<file path="config.mk">
export PLATFORM = sky130hd
export DESIGN_NAME = erase_seq
export DESIGN_NICKNAME = d
export VERILOG_FILES = /design/src/rtl/erase_seq_pkg.sv /design/src/rtl/erase_seq_timer.sv /design/src/rtl/erase_seq_addr.sv /design/src/rtl/erase_seq.sv
export SDC_FILE = /design/constraint.sdc
export NUM_CORES = 1
export LEC_CHECK = 0
export BUFFER_PORTS_ARGS = -buffer_cell sky130_fd_sc_hd__buf_4
export CAP_MARGIN = 10
export CORE_AREA = 8 8 90 92
export CTS_CLUSTER_DIAMETER = 50
export DETAILED_ROUTE_END_ITERATION = 10
export DIE_AREA = 0 0 98 100
export GPL_TIMING_DRIVEN = 0
export PLACE_DENSITY = 0.7
export SETUP_SLACK_MARGIN = 0.05
export SLEW_MARGIN = 20
export SYNTH_ARGS = -nofsm -noshare
export SYNTH_HDL_FRONTEND = slang
export SYNTH_HIERARCHICAL = 1
export SYNTH_SLANG_ARGS = --single-unit
</file>
<file path="constraint.sdc">
create_clock -name clk -period 7.2 [get_ports clk]
set_input_delay 1.08 -clock clk [delete_from_list [all_inputs] [get_ports clk]]
set_output_delay 1.08 -clock clk [all_outputs]
set_load 0.01 [all_outputs]
</file>
<file path="src/rtl/erase_seq_pkg.sv">
package erase_seq_pkg;
    typedef enum logic [2:0] {
        S_IDLE,
        S_PRG,
        S_PGAP,
        S_ERS,
        S_RCV,
        S_VSET,
        S_VRD
    } seq_state_t;
endpackage

</file>
<file path="src/rtl/erase_seq_timer.sv">
module erase_seq_timer #(
    parameter int W = 8
) (
    input  logic         clk,
    input  logic         rst_n,
    input  logic         load,
    input  logic [W-1:0] load_val,
    output logic         done
);
    logic [W-1:0] cnt_q;

    always_ff @(posedge clk or negedge rst_n) begin
        if (!rst_n) begin
            cnt_q <= '0;
        end else if (load) begin
            cnt_q <= load_val;
        end else if (cnt_q != '0) begin
            cnt_q <= cnt_q - 1'b1;
        end
    end

    assign done = (cnt_q == '0);
endmodule

</file>
<file path="src/rtl/erase_seq_addr.sv">
module erase_seq_addr #(
    parameter int ADDR_W = 16
) (
    input  logic              clk,
    input  logic              rst_n,
    input  logic              clr,
    input  logic              inc,
    output logic [ADDR_W-1:0] addr,
    output logic              last
);
    always_ff @(posedge clk or negedge rst_n) begin
        if (!rst_n) begin
            addr <= '0;
        end else if (clr) begin
            addr <= '0;
        end else if (inc) begin
            addr <= addr + 1'b1;
        end
    end

    assign last = (addr == {ADDR_W{1'b1}});
endmodule

</file>
<file path="src/rtl/erase_seq.sv">
module erase_seq
    import erase_seq_pkg::*;
#(
    parameter int ADDR_W    = 16,
    parameter int DATA_W    = 8,
    parameter int PROG_CYC  = 1250,
    parameter int ERASE_CYC = 25_000_000,
    parameter int RECOV_CYC = 25_000_000,
    parameter int VSET_CYC  = 100,
    parameter int MAX_ITER  = 200
) (
    input  logic                          clk,
    input  logic                          rst_n,
    input  logic                          start,
    output logic                          busy,
    output logic                          pass,
    output logic                          fail,
    output logic [$clog2(MAX_ITER+1)-1:0] iter_count,
    output logic [ADDR_W-1:0]             mem_addr,
    output logic [DATA_W-1:0]             mem_wdata,
    input  logic [DATA_W-1:0]             mem_rdata,
    output logic                          mem_ce_n,
    output logic                          mem_oe_n,
    output logic                          vpp_en,
    output logic                          a9hv_en
);
    localparam int IW   = $clog2(MAX_ITER + 1);
    localparam int M_A  = (PROG_CYC > VSET_CYC) ? PROG_CYC : VSET_CYC;
    localparam int M_B  = (ERASE_CYC > RECOV_CYC) ? ERASE_CYC : RECOV_CYC;
    localparam int MAXC = (M_A > M_B) ? M_A : M_B;
    localparam int TW   = $clog2(MAXC + 1);
    localparam logic [TW-1:0] T_PROG = TW'(PROG_CYC - 1);
    localparam logic [TW-1:0] T_ERS  = TW'(ERASE_CYC - 1);
    localparam logic [TW-1:0] T_RCV  = TW'(RECOV_CYC - 1);
    localparam logic [TW-1:0] T_VSET = TW'(VSET_CYC - 1);
    localparam logic [IW-1:0] ITER_LIM = IW'(MAX_ITER);

    seq_state_t st_q, st_d;
    logic [IW-1:0] iter_q;
    logic pass_q, fail_q;

    logic          t_load, t_done;
    logic [TW-1:0] t_val;
    logic          a_clr, a_inc, a_last;
    logic          it_clr, it_inc, set_pass, set_fail, clr_res;

    erase_seq_timer #(.W(TW)) u_timer (
        .clk(clk), .rst_n(rst_n), .load(t_load), .load_val(t_val), .done(t_done)
    );

    erase_seq_addr #(.ADDR_W(ADDR_W)) u_addr (
        .clk(clk), .rst_n(rst_n), .clr(a_clr), .inc(a_inc),
        .addr(mem_addr), .last(a_last)
    );

    // next-state and datapath strobes
    always_comb begin
        st_d     = st_q;
        t_load   = 1'b0;
        t_val    = '0;
        a_clr    = 1'b0;
        a_inc    = 1'b0;
        it_clr   = 1'b0;
        it_inc   = 1'b0;
        set_pass = 1'b0;
        set_fail = 1'b0;
        clr_res  = 1'b0;
        unique case (st_q)
            S_IDLE: begin
                if (start) begin
                    st_d    = S_PRG;
                    t_load  = 1'b1;
                    t_val   = T_PROG;
                    a_clr   = 1'b1;
                    it_clr  = 1'b1;
                    clr_res = 1'b1;
                end
            end
            S_PRG: begin
                if (t_done) st_d = S_PGAP;
            end
            S_PGAP: begin
                t_load = 1'b1;
                if (a_last) begin
                    st_d   = S_ERS;
                    t_val  = T_ERS;
                    it_inc = 1'b1;
                end else begin
                    st_d  = S_PRG;
                    t_val = T_PROG;
                    a_inc = 1'b1;
                end
            end
            S_ERS: begin
                if (t_done) begin
                    st_d   = S_RCV;
                    t_load = 1'b1;
                    t_val  = T_RCV;
                end
            end
            S_RCV: begin
                if (t_done) begin
                    st_d   = S_VSET;
                    t_load = 1'b1;
                    t_val  = T_VSET;
                    a_clr  = 1'b1;
                end
            end
            S_VSET: begin
                if (t_done) st_d = S_VRD;
            end
            S_VRD: begin
                if (mem_rdata != {DATA_W{1'b1}}) begin
                    if (iter_q == ITER_LIM) begin
                        st_d     = S_IDLE;
                        set_fail = 1'b1;
                    end else begin
                        st_d   = S_ERS;
                        t_load = 1'b1;
                        t_val  = T_ERS;
                        it_inc = 1'b1;
                    end
                end else if (a_last) begin
                    st_d     = S_IDLE;
                    set_pass = 1'b1;
                end else begin
                    a_inc = 1'b1;
                end
            end
            default: st_d = S_IDLE;
        endcase
    end

    // state register and result registers
    always_ff @(posedge clk or negedge rst_n) begin
        if (!rst_n) begin
            st_q   <= S_IDLE;
            iter_q <= '0;
            pass_q <= 1'b0;
            fail_q <= 1'b0;
        end else begin
            st_q <= st_d;
            if (it_clr)      iter_q <= '0;
            else if (it_inc) iter_q <= iter_q + 1'b1;
            if (clr_res) begin
                pass_q <= 1'b0;
                fail_q <= 1'b0;
            end else begin
                if (set_pass) pass_q <= 1'b1;
                if (set_fail) fail_q <= 1'b1;
            end
        end
    end

    // device and host outputs from state
    always_comb begin
        mem_ce_n  = 1'b1;
        mem_oe_n  = 1'b1;
        vpp_en    = 1'b0;
        a9hv_en   = 1'b0;
        mem_wdata = {DATA_W{1'b1}};
        unique case (st_q)
            S_PRG: begin
                mem_ce_n  = 1'b0;
                vpp_en    = 1'b1;
                mem_wdata = '0;
            end
            S_PGAP: begin
                vpp_en    = 1'b1;
                mem_wdata = '0;
            end
            S_ERS: begin
                vpp_en  = 1'b1;
                a9hv_en = 1'b1;
            end
            S_VSET, S_VRD: begin
                mem_ce_n = 1'b0;
                mem_oe_n = 1'b0;
            end
            default: ;
        endcase
    end

    assign busy       = (st_q != S_IDLE);
    assign pass       = pass_q;
    assign fail       = fail_q;
    assign iter_count = iter_q;

    // first erase pulse follows the strobe at the last address
    assert_precond_done_R2: assert property (@(posedge clk) disable iff (!rst_n)
        ($rose(a9hv_en) && iter_q == IW'(1)) |-> ($past(mem_addr) == {ADDR_W{1'b1}}));

    // end of pulse leads into a gap with all enables off
    assert_recov_gap_R4: assert property (@(posedge clk) disable iff (!rst_n)
        $fell(a9hv_en) |-> (mem_ce_n && mem_oe_n && !vpp_en));

    // pulse count only steps by one or restarts
    assert_iter_step_R6: assert property (@(posedge clk) disable iff (!rst_n)
        (iter_q != $past(iter_q)) |-> ((iter_q == $past(iter_q) + 1'b1) || (iter_q == '0)));

    assert_iter_limit_R7: assert property (@(posedge clk) disable iff (!rst_n)
        iter_q <= ITER_LIM);

    assert_result_excl_R8: assert property (@(posedge clk) disable iff (!rst_n)
        !(pass_q && fail_q));

    assert_done_edge_R10: assert property (@(posedge clk) disable iff (!rst_n)
        ($rose(pass_q) || $rose(fail_q)) |-> (!busy && $past(busy)));
endmodule

</file>
# == Word level (Yosys, flattened, before mapping) ==
# Cells that the tools add are included.
# word_totals
register_bits,54
output_inout_bits,39
word_cells,88
# op_classes
addsub,3
n_eq_ne,15
n_mux,49
n_reduce_logical,15
# ops
cell,count
two-way mux 25 bit,6
case mux 25 bit (5 select lines),1
two-way mux 16 bit,2
logical NOT 25 bit,1
nonzero test 25 bit,1
subtractor 25 x 1 -> 25 bit (second input constant),1
two-way mux 8 bit,3
two-way mux 1 bit,21
two-way mux 3 bit,7
case mux 3 bit (7 select lines),1
adder 16 x 1 -> 16 bit (second input constant),1
== test 16 bit (second input constant),1
two-way mux 11 bit,1
!= test 2 bit (second input constant),5
nonzero test 2 bit,5
== test 3 bit (second input constant),3
adder 8 x 1 -> 8 bit (second input constant),1
== test 8 bit (second input constant),1
!= test 8 bit (second input constant),1
two-way mux 7 bit,1
== test 3 x 2 -> 1 bit (second input constant),2
case mux 1 bit (2 select lines),3
AND reduction 6 bit,1
OR reduction 2 bit,3
other kinds (7),9

# == Depth between registers and ports, before layout ==
# Gate-level depths: netlist of run 1.
# depth
ltp_word,6
depth_mapped,13

# == Hierarchy ==
# Netlist of run 1, hierarchy kept.
# modules_own_cells
mod,n_inst,cells_each,area_per_inst_um2,seq_area_each_um2
erase_seq_timer,1,156,1465.2,625.6
erase_seq,1,115,952.2,325.3
erase_seq_addr,1,84,834.6,400.4

# == Least setup slack after synthesis of run 1 ==
# Ideal clock, no wire load.
# synth_timing
path_type,register -> register
start,register u_timer.cnt_q[20]
end,register u_addr.addr[15]
setup_time_ns,0.077
t_arrival_ns,3.405
setup_slack_ns,3.717
stages_incl_launch_ff,11
path_buffers,1
period_less_slack_ns,3.483
path_cell_list,dfrtp_1 -> or4_4 -> or4_4 -> nor4_1 -> nand2_1 -> a21boi_0 -> clkbuf_8 -> o211ai_2 -> or3_1 -> or3_1 -> a21oi_1
# synth_between
elab_chain_cells,4
# synth_lines
item,line_no,source
from (decl),erase_seq_timer.sv:10,logic [W-1:0] cnt_q;
from (signal assigned),erase_seq_timer.sv:16,cnt_q <= load_val;
from (signal assigned),erase_seq_timer.sv:18,cnt_q <= cnt_q - 1'b1;
logical NOT 25 bit *,erase_seq_timer.sv:22,assign done = (cnt_q == '0);
via t_done,erase_seq.sv:42,"logic t_load, t_done;"
two-way mux 1 bit *,erase_seq.sv:102,if (t_done) begin
case mux 1 bit (2 select lines) *,erase_seq.sv:68,unique case (st_q)
via a_clr,erase_seq.sv:44,"logic a_clr, a_inc, a_last;"
two-way mux 16 bit or nonzero test 2 bit (tied branches),n/a,
to (signal assigned),erase_seq_addr.sv:17,addr <= addr + 1'b1;
to (decl),erase_seq_addr.sv:8,"output logic [ADDR_W-1:0] addr,"
# The timed path passes the listed nets; every way through them passes the cells marked *.
# A chain may end at the register's enable or synchronous reset.

# == Final worst setup path of run 1 ==
# layout_timing
start,register u_timer.cnt_q[20]
end,register u_addr.addr[14]
# Same word-level chain as after synthesis.

==> metrics.yaml, run 1 <==
clock_tree_from_tritoncts: "built"
finalWirelength_um: 7690
finalNetCount: 431
globalRoute.totalOverflow: 0
syn_inst: 355
min_to: "fail$_DFFE_PN0P_"
wire_per_inst_um: 15.5
criticalPathCategory: "flip-flop to flip-flop"
power.static_leakage_nw: 1.65
synth_area_um2: 3250
insertedDiodeCount: 0
drt_pass1_iterations: 4
cts_sinks: 54
power_density_nw_per_um2: 323
yosysSeqAreaShare_pct: 41.6
postSynthRegisterBits: 54
period_needed_ns: 4.27
floorplan.initialDensity_pct: 48.9
post_drt_via_cell_ratio: 5.63
grt_setup_unrepaired: "false"
max_cap_violations: 0
critical_path.endpoint_type: "flip-flop"
floorplan.rows: 30
hold_path.class: "flip-flop to flip-flop"
final-max-slew-violation-count: 0
crit_required_ns: 7.44
gpl.final_weighted_congestion: 0.850
ys_warn_count: 6
tightestPinTransition_ns: 1.13
post_route_cells_drive_above_1_share_pct: 21.6
clock_skew_ns: 0.00547
layout.filler_cells: 594
worst_slew_margin_rel_pct: 24.1
placement.cell_area_um2: 3730
cts_max_level: 2
synth_cell_types: 57
regArea_um2: 1350
r2r-end: "u_addr/addr[14]$_DFFE_PN0P_"
dp_hpwl_um: 5510
drc: 0
synth_top_flop_cell: "sky130_fd_sc_hd__dfrtp_1"
report.power.total_w: 0.00124
standard_cell_core_area_um2: 6640
worst_setup_path_start_kind: "flip-flop"
numPortBuffers: 49
setup_violations: 0
area_delta_synth_final_pct: 18.4
worst_ep_arrival_time_ns: 4.51
cts_setup_buffers: 0
route.antenna.remaining_nets: 0
crit_fanout: 10
timing.rr.start: "u_timer/cnt_q[20]$_DFFE_PN0P_"
grt_antenna_before_repair: 0
synth-edff-count: 0
multiInputGateArea_um2: 1720
vias: 2794
timing.final.hold_violations: 0
max_freq_mhz: 234
crit_start: "u_timer/cnt_q[20]$_DFFE_PN0P_"
post_cts_resize_count: 0
worstHoldPathCells: 2
floorplan.die.height_um: 100
timing.hold.worst.start: "fail$_DFFE_PN0P_"
max-vdd-ir-drop_mv: 0.308
vias_in_the_first_global_route: 2893
ioPinCount: 50
status: "completed"
timing.reg2reg.worst_path_depth: 9
postCtsHoldBufs: 0
cts_max_path_buffers: 2
cts_inserted_buffers: 5
async_flop_share_pct: 100
period_share_pct: 59.3
die-area_um2: 9800
first_pass_grt_wire_length_um: 13300
die_x_um: 98
grt.total_usage_pct: 16.3
root_buffer: "sky130_fd_sc_hd__clkbuf_8"
worst-r2r-setup-slack_ns: 2.93
setup_tns_ns: 0
grt_start_max_net_pins: 55
final_area_um2: 3850
postSynthAreaPerCell_um2: 9.16
violation_count_after_the_first_detailed_route_iteration: 92
clock_latency_ns: 0.31
clk_transition_reported_paths_ns: 0.10
[power breakdown]
group / switching, W / internal [W] / leakage (nW)
clock: 0.000104 / 0.000104 / 0.0504
sequential: 0.0000647 / 0.000359 / 0.728
combinational: 0.000323 / 0.000288 / 0.877
[worst max-delay path, cell delays in order, from the launching register on]
cell and delay, ns:
sky130_fd_sc_hd__dfrtp_1 0.41, sky130_fd_sc_hd__or4_4 0.57, sky130_fd_sc_hd__or4_4 0.47, sky130_fd_sc_hd__nor4_1 0.96
sky130_fd_sc_hd__nand2_1 0.17, sky130_fd_sc_hd__a21boi_0 0.33, sky130_fd_sc_hd__clkbuf_8 0.24, sky130_fd_sc_hd__o2111ai_1 0.38
sky130_fd_sc_hd__or4_1 0.52, sky130_fd_sc_hd__a21oi_1 0.15
[registers in the layout, summed over array words and instances, names as in the netlist]
register,count
u_addr/addr,16
fail,1
iter_count,8
pass,1
u_timer/cnt_q,25
st_q,3
[synthesized netlist by cell type (4+ instances only)]
master | n | area share (%)
sky130_fd_sc_hd__dfrtp_1 | 54 | 42
sky130_fd_sc_hd__nand2_1 | 44 | 5.1
sky130_fd_sc_hd__nor2_1 | 36 | 4.2
sky130_fd_sc_hd__xnor2_1 | 26 | 7.0
sky130_fd_sc_hd__nor3_1 | 18 | 2.8
sky130_fd_sc_hd__o21ai_0 | 18 | 2.8
sky130_fd_sc_hd__o31ai_1 | 13 | 3.0
sky130_fd_sc_hd__nor4_1 | 11 | 2.1
sky130_fd_sc_hd__inv_1 | 10 | 1.2
sky130_fd_sc_hd__clkbuf_1 | 9 | 1.0
sky130_fd_sc_hd__a21oi_1 | 8 | 1.2
sky130_fd_sc_hd__buf_4 | 8 | 1.8
sky130_fd_sc_hd__nand3_1 | 7 | 1.1
sky130_fd_sc_hd__xor2_1 | 7 | 1.9
sky130_fd_sc_hd__mux2i_1 | 6 | 1.8
sky130_fd_sc_hd__ha_1 | 5 | 1.9
sky130_fd_sc_hd__nand4_1 | 5 | 0.96
sky130_fd_sc_hd__or4_1 | 5 | 1.2
sky130_fd_sc_hd__o211ai_1 | 4 | 0.92
sky130_fd_sc_hd__or2_2 | 4 | 0.77
sky130_fd_sc_hd__or3_1 | 4 | 0.77
[area by class of cell]
| type | instances | area share, % |
|---|---|---|
| multi-input cells | 271 | 44.8 |
| flip-flops and latches | 54 | 35.1 |
| repair buffers | 49 | 9.56 |
| plain buffers | 23 | 3.90 |
| well taps | 80 | 2.60 |
| clock buffers | 5 | 1.79 |
| clock inverters | 3 | 1.17 |
| inverters | 11 | 1.11 |
[cell usage in the layout (no fill, tap or decap), types with 4 or more instances in the layout]
cell type	n
sky130_fd_sc_hd__xor2_1	7
sky130_fd_sc_hd__clkbuf_1	9
sky130_fd_sc_hd__nand2_1	44
sky130_fd_sc_hd__nand4_1	5
sky130_fd_sc_hd__o21ai_0	18
sky130_fd_sc_hd__o211ai_1	4
sky130_fd_sc_hd__buf_4	57
sky130_fd_sc_hd__nor3_1	18
sky130_fd_sc_hd__inv_1	10
sky130_fd_sc_hd__o31ai_1	13
sky130_fd_sc_hd__mux2i_1	6
sky130_fd_sc_hd__ha_1	5
sky130_fd_sc_hd__nor2_1	36
sky130_fd_sc_hd__a21oi_1	8
sky130_fd_sc_hd__clkbuf_8	6
sky130_fd_sc_hd__nor4_1	11
sky130_fd_sc_hd__or4_1	5
sky130_fd_sc_hd__nand3_1	7
sky130_fd_sc_hd__or3_1	4
sky130_fd_sc_hd__dfrtp_1	54
sky130_fd_sc_hd__xnor2_1	26
sky130_fd_sc_hd__conb_1	5
sky130_fd_sc_hd__or2_2	4
[stage by stage]
step                      worst slack (ns)  utilization, %  hold slack, ns  std cells
after global placement                3.09            56.2           0.480        488
after global routing                  2.60            57.9           0.558        496
after CTS                             2.97            57.9           0.524        496
after floorplan                       3.72               -           0.529        359
final                                 2.93            57.9           0.513        496
after detailed placement              3.00            56.2           0.503        488
[per-layer routing]
metal / GRT usage, % / vias up / part of all wire (%)
met5: 0 / - / 0
met4: 4.56 / 0 / 1.0
met3: 3.46 / 8 / 4.4
met2: 28.0 / 57 / 48
met1: 20.1 / 1354 / 46
li1: - / 1375 / -
[cell families after synthesis]
| kind of cell | share of synthesized area, % |
|---|---|
| buf+inv | 5.92 |
| simple gates | 25.9 |
| mux | 2.89 |
| other cells | 0.115 |
| fa+ha+maj | 1.92 |
| flops | 41.6 |
| compound gates | 12.9 |
| xor+xnor | 8.89 |
[how the worst max path moves through the flow]
stage / cells past startpoint / to / slack [ns]
final: 9 / u_addr/addr[14]$_DFFE_PN0P_ / 2.93
after global routing: 9 / u_addr/addr[14]$_DFFE_PN0P_ / 2.60
after CTS: 10 / u_addr/addr[14]$_DFFE_PN0P_ / 2.97
after detailed placement: 10 / u_addr/addr[14]$_DFFE_PN0P_ / 3.00
after global placement: 9 / u_addr/addr[14]$_DFFE_PN0P_ / 3.09
after floorplan: 10 / u_addr/addr[15]$_DFFE_PN0P_ / 3.72
(Power assumes the default switching activity.)
==> run 2: changes to the inputs <==
- ABC_AREA: not set -> 1
- CORE_AREA: 8 8 90 92 -> 8 8 95 97
- DIE_AREA: 0 0 98 100 -> 0 0 103 105
- clock period: 7.2 -> 4.3 ns (I/O delays scaled with it)
==> metrics.yaml, run 2 <==
status: "completed"  # unchanged
power.static_leakage_nw: 2.18  # was 1.65 nW
async_flop_share_pct: 100  # unchanged
synth_cell_types: 35  # was 57
power_density_nw_per_um2: 595  # was 323 nW/um^2
final_cell_mix: "sky130_fd_sc_hd__nand2_1 (151), sky130_fd_sc_hd__nor2_1 (75), sky130_fd_sc_hd__buf_4 (56)"  # was sky130_fd_sc_hd__buf_4 (57), sky130_fd_sc_hd__dfrtp_1 (54), sky130_fd_sc_hd__nand2_1 (44)
worst_setup_path_start_kind: "flip-flop"  # unchanged
postLayoutSetupSlackWorst_ns: 1.44  # was 2.93 ns
cts_setup_buffers: 0  # unchanged
synth.most_common_cell: "sky130_fd_sc_hd__nand2_1"  # was sky130_fd_sc_hd__dfrtp_1
synth_top_family_by_area: "simple AND/OR/NAND/NOR gates"  # unchanged
max_freq_mhz: 349  # was 234 MHz
layout_commonest_cell: "sky130_fd_sc_hd__nand2_1"  # was sky130_fd_sc_hd__buf_4
ys_top_cells_by_area: "sky130_fd_sc_hd__dfrtp_1 (37%), sky130_fd_sc_hd__nand2_1 (15%), sky130_fd_sc_hd__nor2_1 (7.7%)"  # was sky130_fd_sc_hd__dfrtp_1 (42%), sky130_fd_sc_hd__xnor2_1 (7.0%), sky130_fd_sc_hd__nand2_1 (5.1%)
post_cts_resize_count: 0  # unchanged
globalRoute.totalOverflow: 0  # unchanged
final-max-slew-violation-count: 0  # unchanged
ioPinCount: 50  # unchanged
vias: 3359  # was 2794
synthDominantCellAreaShare_pct: 36.9  # was 41.6%
postCtsHoldBufs: 0  # unchanged
gpl.final_weighted_congestion: 0.828  # was 0.850
clock_skew_ns: 0.0125  # was 0.00547 ns
drc: 0  # unchanged
number_of_flip_flops_in_the_largest_register: 25  # unchanged
floorplan.die.height_um: 105  # was 100 um
criticalPathCategory: "flip-flop to flip-flop"  # unchanged
synth_top_cells_by_count: "sky130_fd_sc_hd__nand2_1 (151), sky130_fd_sc_hd__nor2_1 (75), sky130_fd_sc_hd__dfrtp_1 (54)"  # was sky130_fd_sc_hd__dfrtp_1 (54), sky130_fd_sc_hd__nand2_1 (44), sky130_fd_sc_hd__nor2_1 (36)
setup_tns_ns: 0  # unchanged
synth-simple-area-share_pct: 40.9  # was 25.9%
clock_tree_from_tritoncts: "built"  # unchanged
cts_inserted_buffers: 5  # unchanged
post_drt_via_cell_ratio: 4.96  # was 5.63
area_delta_synth_final_pct: 16.6  # was 18.4%
postSynthAreaPerCell_um2: 7.13  # was 9.16 um^2
critical_path.endpoint_type: "flip-flop"  # unchanged
route.antenna.remaining_nets: 0  # unchanged
max-vdd-ir-drop_mv: 0.228  # was 0.308 mV
dpl.cell_count: 669  # was 488
ys_warn_count: 6  # unchanged
cts_max_level: 2  # unchanged
insertedDiodeCount: 0  # unchanged
setup_violations: 0  # unchanged
synth-compound-area-share_pct: 7.34  # was 12.9%
grt_setup_unrepaired: "false"  # unchanged
violation_count_after_the_first_detailed_route_iteration: 113  # was 92
numPortBuffers: 49  # unchanged
die_x_um: 103  # was 98 um
synth_top_flop_cell: "sky130_fd_sc_hd__dfrtp_1"  # unchanged
period_share_pct: 66.6  # was 59.3%
layout.filler_cells: 746  # was 594
report.power.total_w: 0.00254  # was 0.00124 W
max_cap_violations: 0  # unchanged
cts_sinks: 54  # unchanged
dpl_worst_slack_ns: 1.40  # was 3.00 ns
tightestPinTransition_ns: 0.827  # was 1.13 ns
hold_path.class: "input pin to async pin"  # was flip-flop to flip-flop
cts_max_path_buffers: 2  # unchanged
crit_required_ns: 4.51  # was 7.44 ns
first_pass_grt_wire_length_um: 15300  # was 13300 um
standard_cell_core_area_um2: 7530  # was 6640 um^2
wire_per_inst_um: 12.6  # was 15.5 um
worst_slew_margin_rel_pct: 44.3  # was 24.1%
share_of_synthesized_cell_area_in_full_adder_half_adder_and_majority_cells_pct: 1.71  # was 1.92%
clk_transition_reported_paths_ns: 0.11  # was 0.10 ns
crit_fanout: 5  # was 10
clock_latency_ns: 0.32  # was 0.31 ns
floorplan.initialDensity_pct: 48.7  # was 48.9%
die-area_um2: 10800  # was 9800 um^2
timing.final.hold_violations: 0  # unchanged
post_synth_xor_area_fraction_pct: 4.30  # was 8.89%
grt.total_usage_pct: 17.1  # was 16.3%
worst_ep_arrival_time_ns: 3.08  # was 4.51 ns
finalNetCount: 590  # was 431
largest_register: "u_timer/cnt_q"  # unchanged
yosysSeqAreaShare_pct: 36.9  # was 41.6%
dp_hpwl_um: 6400  # was 5510 um
period_needed_ns: 2.86  # was 4.27 ns
syn_inst: 514  # was 355
drt_pass1_iterations: 4  # unchanged
grt_start_max_net_pins: 55  # unchanged
synth-edff-count: 0  # unchanged
vias_in_the_first_global_route: 3405  # was 2893
root_buffer: "sky130_fd_sc_hd__clkbuf_8"  # unchanged
synth_area_um2: 3660  # was 3250 um^2
post_route_cells_drive_above_1_share_pct: 21.0  # was 21.6%
floorplan.rows: 32  # was 30
postSynthRegisterBits: 54  # unchanged
post-synth-top-area-cell: "sky130_fd_sc_hd__dfrtp_1"  # unchanged
grt_antenna_before_repair: 0  # unchanged
post_synth_mux_area_share_pct: 0  # was 2.89%
finalWirelength_um: 8530  # was 7690 um
finish.cell_count_without_fillers: 677  # was 496
-- run 2: changes by cell type after synthesis, moves of 10 or more --
cell / before / now
sky130_fd_sc_hd__nor4_1: 11 / 1
sky130_fd_sc_hd__nand2_1: 44 / 151
sky130_fd_sc_hd__nor3_1: 18 / 4
sky130_fd_sc_hd__o31ai_1: 13 / 0
sky130_fd_sc_hd__nand3_1: 7 / 39
sky130_fd_sc_hd__inv_1: 10 / 52
sky130_fd_sc_hd__o21ai_2: 0 / 11
sky130_fd_sc_hd__nor2_1: 36 / 75
sky130_fd_sc_hd__nor2_2: 0 / 13
sky130_fd_sc_hd__xnor2_1: 26 / 7
-- run 2: path summary, 6_finish.rpt --
kind                            slack, ns  cells past startpoint                             to                       start
worst max-delay path                 1.44                     12    u_addr/addr[11]$_DFFE_PN0P_  u_addr/addr[0]$_DFFE_PN0P_
worst min-delay path                 0.38                      1  u_timer/cnt_q[14]$_DFFE_PN0P_                       rst_n
worst max register to register       1.44                     12    u_addr/addr[11]$_DFFE_PN0P_  u_addr/addr[0]$_DFFE_PN0P_
worst min register to register       0.52                      2               pass$_DFFE_PN0P_            pass$_DFFE_PN0P_
max in group asynchronous            3.46                      1  u_timer/cnt_q[20]$_DFFE_PN0P_                       rst_n
min in group clk                     0.52                      2               pass$_DFFE_PN0P_            pass$_DFFE_PN0P_
-- run 2: metal layers --
layer / track usage [%] / vias up / wire length, um
li1: - / 1734 / -
met1: 20.3 / 1561 / 3790
met2: 29.8 / 52 / 4330
met3: 3.45 / 12 / 277
met4: 5.38 / 0 / 127
met5: 0 / - / 0
-- run 2: cells by family (layout without fill, tap and decap cells) --
logic type      count (synthesis)  after routing
other cells                     1              5
simple gates                  323            323
compound gates                 44             44
flops                          54             54
buf+inv                        69            126
fa+ha+maj                       5              5
xor+xnor                       18             18
-- run 2: worst max-delay path, cell delays in order, from the launching register on --
cell and delay, ns:
sky130_fd_sc_hd__dfrtp_1 0.45, sky130_fd_sc_hd__ha_1 0.24, sky130_fd_sc_hd__nand3_2 0.12, sky130_fd_sc_hd__nor4_1 0.75, sky130_fd_sc_hd__inv_1 0.18, sky130_fd_sc_hd__nand4_1 0.19, sky130_fd_sc_hd__nand2_1 0.17, sky130_fd_sc_hd__nor2_4 0.20
sky130_fd_sc_hd__inv_1 0.10, sky130_fd_sc_hd__nand2_1 0.09, sky130_fd_sc_hd__nor2_1 0.06, sky130_fd_sc_hd__o21ai_0 0.15, sky130_fd_sc_hd__nor2_1 0.05
-- run 2: power breakdown --
group | internal, W | switching, W
Combinational | 0.000576 | 0.000865
Clock | 0.000133 | 0.000180
Sequential | 0.000638 | 0.000147
-- run 2: layout make-up --
type	count	area [um^2]	share of cell area, %
clock inverters	2	16.3	0.381
repair buffers	49	368	8.61
flip-flops and latches	54	1350	31.6
clock buffers	6	82.6	1.93
plain buffers	14	113	2.64
inverters	55	209	4.89
well taps	102	128	2.99
multi-input cells	395	2010	46.9
-- run 2: per-stage QoR --
| step | hold WS, ns | utilization (%) | area (um^2) |
|---|---|---|---|
| CTS | 0.399 | 56.8 | 4270 |
| detailed placement | 0.504 | 55.5 | 4170 |
| global placement | 0.483 | 55.5 | 4170 |
| floorplan | 0.349 | - | 3680 |
| global route | 0.446 | 56.8 | 4270 |
| finish | 0.378 | 56.8 | 4270 |
==> run 3: changes to the inputs <==
- clock period: 4.3 -> 2.75 ns (I/O delays scaled with it)
==> metrics.yaml, run 3 (synthesis gave the netlist of run 2 again) <==
worst_setup_path_start_kind: "flip-flop"  # unchanged
vias: 3354  # was 3359
dpl_worst_slack_ns: -0.148  # was 1.40 ns
grt.total_usage_pct: 17.1  # about the same
max_cap_violations: 0  # unchanged
power_density_nw_per_um2: 927  # was 595 nW/um^2
worst-path-buf-inv: 2  # unchanged
period_share_pct: 90.6  # was 66.6%
cts_max_path_buffers: 2  # unchanged
timing.final.hold_violations: 0  # unchanged
grt_antenna_before_repair: 0  # unchanged
worst-r2r-setup-slack_ns: 0.26  # was 1.44 ns
layout_commonest_cell: "sky130_fd_sc_hd__nand2_1"  # unchanged
max-vdd-ir-drop_mv: 0.357  # was 0.228 mV
worst_ep_arrival_time_ns: 2.71  # was 3.08 ns
largest_register: "u_timer/cnt_q"  # unchanged
max_freq_mhz: 401  # was 349 MHz
clock_tree_from_tritoncts: "built"  # unchanged
crit_required_ns: 2.97  # was 4.51 ns
dp_hpwl_um: 6400  # unchanged
worst_slew_margin_rel_pct: 52.3  # was 44.3%
critical_path.top_delay_family: "simple AND/OR/NAND/NOR gates"  # unchanged
post_route_cells_drive_above_1_share_pct: 21.7  # was 21.0%
setup_violations: 0  # unchanged
post_drt_via_cell_ratio: 4.95  # was 4.96
clk_transition_reported_paths_ns: 0.11  # about the same
die_x_um: 103  # unchanged
finalNetCount: 591  # was 590
timing.reg2reg.worst_path_depth: 12  # unchanged
floorplan.die.height_um: 105  # unchanged
timing.rr.start: "u_addr/addr[0]$_DFFE_PN0P_"  # unchanged
grt_setup_unrepaired: "false"  # unchanged
wire_per_inst_um: 12.7  # was 12.6 um
floorplan.rows: 32  # unchanged
crit_fanout: 5  # unchanged
critical-path-max-stage-delay_ns: 0.44  # was 0.75 ns
area_delta_synth_final_pct: 17.3  # was 16.6%
drc: 0  # unchanged
root_buffer: "sky130_fd_sc_hd__clkbuf_8"  # unchanged
setup_tns_ns: 0  # unchanged
status: "completed"  # unchanged
gpl.final_weighted_congestion: 0.828  # unchanged
insertedDiodeCount: 0  # unchanged
hold_path.class: "input pin to async pin"  # unchanged
floorplan.initialDensity_pct: 48.7  # unchanged
drt_pass1_iterations: 4  # unchanged
violation_count_after_the_first_detailed_route_iteration: 115  # was 113
cts_max_level: 2  # unchanged
standard_cell_core_area_um2: 7530  # unchanged
route.antenna.remaining_nets: 0  # unchanged
globalRoute.totalOverflow: 0  # unchanged
grt_start_max_net_pins: 55  # unchanged
vias_in_the_first_global_route: 3398  # was 3405
tightestPinTransition_ns: 0.715  # was 0.827 ns
critical_path.slowest_cell: "sky130_fd_sc_hd__dfrtp_1"  # was sky130_fd_sc_hd__nor4_1
r2r-end: "u_addr/addr[11]$_DFFE_PN0P_"  # unchanged
die-area_um2: 10800  # unchanged
postLayoutSetupSlackWorst_ns: 0.257  # was 1.44 ns
cts_sinks: 54  # unchanged
clock_skew_ns: 0.0126  # was 0.0125 ns
finalWirelength_um: 8580  # was 8530 um
criticalPathCategory: "flip-flop to flip-flop"  # unchanged
number_of_flip_flops_in_the_largest_register: 25  # unchanged
final_cell_mix: "sky130_fd_sc_hd__nand2_1 (151), sky130_fd_sc_hd__nor2_1 (75), sky130_fd_sc_hd__buf_4 (57)"  # was sky130_fd_sc_hd__nand2_1 (151), sky130_fd_sc_hd__nor2_1 (75), sky130_fd_sc_hd__buf_4 (56)
critical_path.endpoint_type: "flip-flop"  # unchanged
numPortBuffers: 49  # unchanged
first_pass_grt_wire_length_um: 15300  # about the same
ioPinCount: 50  # unchanged
power.static_leakage_nw: 2.21  # was 2.18 nW
period_needed_ns: 2.49  # was 2.86 ns
postCtsHoldBufs: 0  # unchanged
path_cells: "ha_1 -> nand3_2 -> nor4_4 -> inv_1 -> nand4_1 -> nand2_1 -> nor2_4 -> inv_1 -> nand2_1 -> nor2_1 -> o21ai_0 -> nor2_1"  # was ha_1 -> nand3_2 -> nor4_1 -> inv_1 -> nand4_1 -> nand2_1 -> nor2_4 -> inv_1 -> nand2_1 -> nor2_1 -> o21ai_0 -> nor2_1
clock_latency_ns: 0.32  # about the same
cts_inserted_buffers: 5  # unchanged
final-max-slew-violation-count: 0  # unchanged
run 3: per-stage QoR:
stage | hold WS (ns) | cells | total power (W) | util [%] | cell area (um^2)
2_1_floorplan | 0.117 | 518 | 0.00288 | - | 3680
3_3_place_gp | 0.483 | 669 | 0.00346 | 55.5 | 4170
3_5_place_dp | 0.504 | 669 | 0.00350 | 55.5 | 4170
4_1_cts | 0.166 | 677 | 0.00401 | 56.8 | 4280
5_1_grt | 0.214 | 678 | 0.00435 | 57.1 | 4300
6_report | 0.145 | 678 | 0.00399 | 57.1 | 4300
run 3: power breakdown:
part / total (W) / leakage, nW / switching, W / internal (W)
Clock: 0.000491 / 0.0478 / 0.000282 / 0.000208
Sequential: 0.00123 / 0.724 / 0.000231 / 0.000998
Combinational: 0.00227 / 1.44 / 0.00135 / 0.000911
run 3: what timing repair did:
item / in CTS / in global routing
endpoints found under the setup margin: 14 / 21
resized for setup: 1 / 5
endpoints found under the hold margin: 0 / 0
pin swaps: 0 / 1
setup buffers: 0 / 1
cloned: 0 / 0
run 3: layer usage:
layer  share of wire [%]  GRT usage [%]  vias to the layer above
li1                    -              -                     1739
met1                  45           20.3                     1552
met2                  51           29.7                       51
met3                 3.1           3.45                       12
met4                 1.5           5.38                        0
met5                   0              0                        -
run 3: how the worst max path moves through the flow:
stage | start | to | slack [ns] | cells past startpoint
2_1_floorplan | u_addr/addr[0]$_DFFE_PN0P_ | u_addr/addr[11]$_DFFE_PN0P_ | 0.37 | 12
3_3_place_gp | u_addr/addr[0]$_DFFE_PN0P_ | u_addr/addr[11]$_DFFE_PN0P_ | -0.09 | 12
3_5_place_dp | u_addr/addr[0]$_DFFE_PN0P_ | u_addr/addr[11]$_DFFE_PN0P_ | -0.15 | 12
5_1_grt | u_addr/addr[0]$_DFFE_PN0P_ | u_addr/addr[11]$_DFFE_PN0P_ | 0.05 | 12
6_report | u_addr/addr[0]$_DFFE_PN0P_ | u_addr/addr[11]$_DFFE_PN0P_ | 0.26 | 12
4_1_cts | u_addr/addr[0]$_DFFE_PN0P_ | u_addr/addr[11]$_DFFE_PN0P_ | 0.10 | 12
run 3: final cells by class:
class | count | area, um^2
inverters | 55 | 209
well taps | 102 | 128
clock inverters | 2 | 16.3
plain buffers | 14 | 115
fillers | 743 | 3230
flip-flops and latches | 54 | 1350
repair buffers | 50 | 375
clock buffers | 6 | 82.6
multi-input cells | 395 | 2020
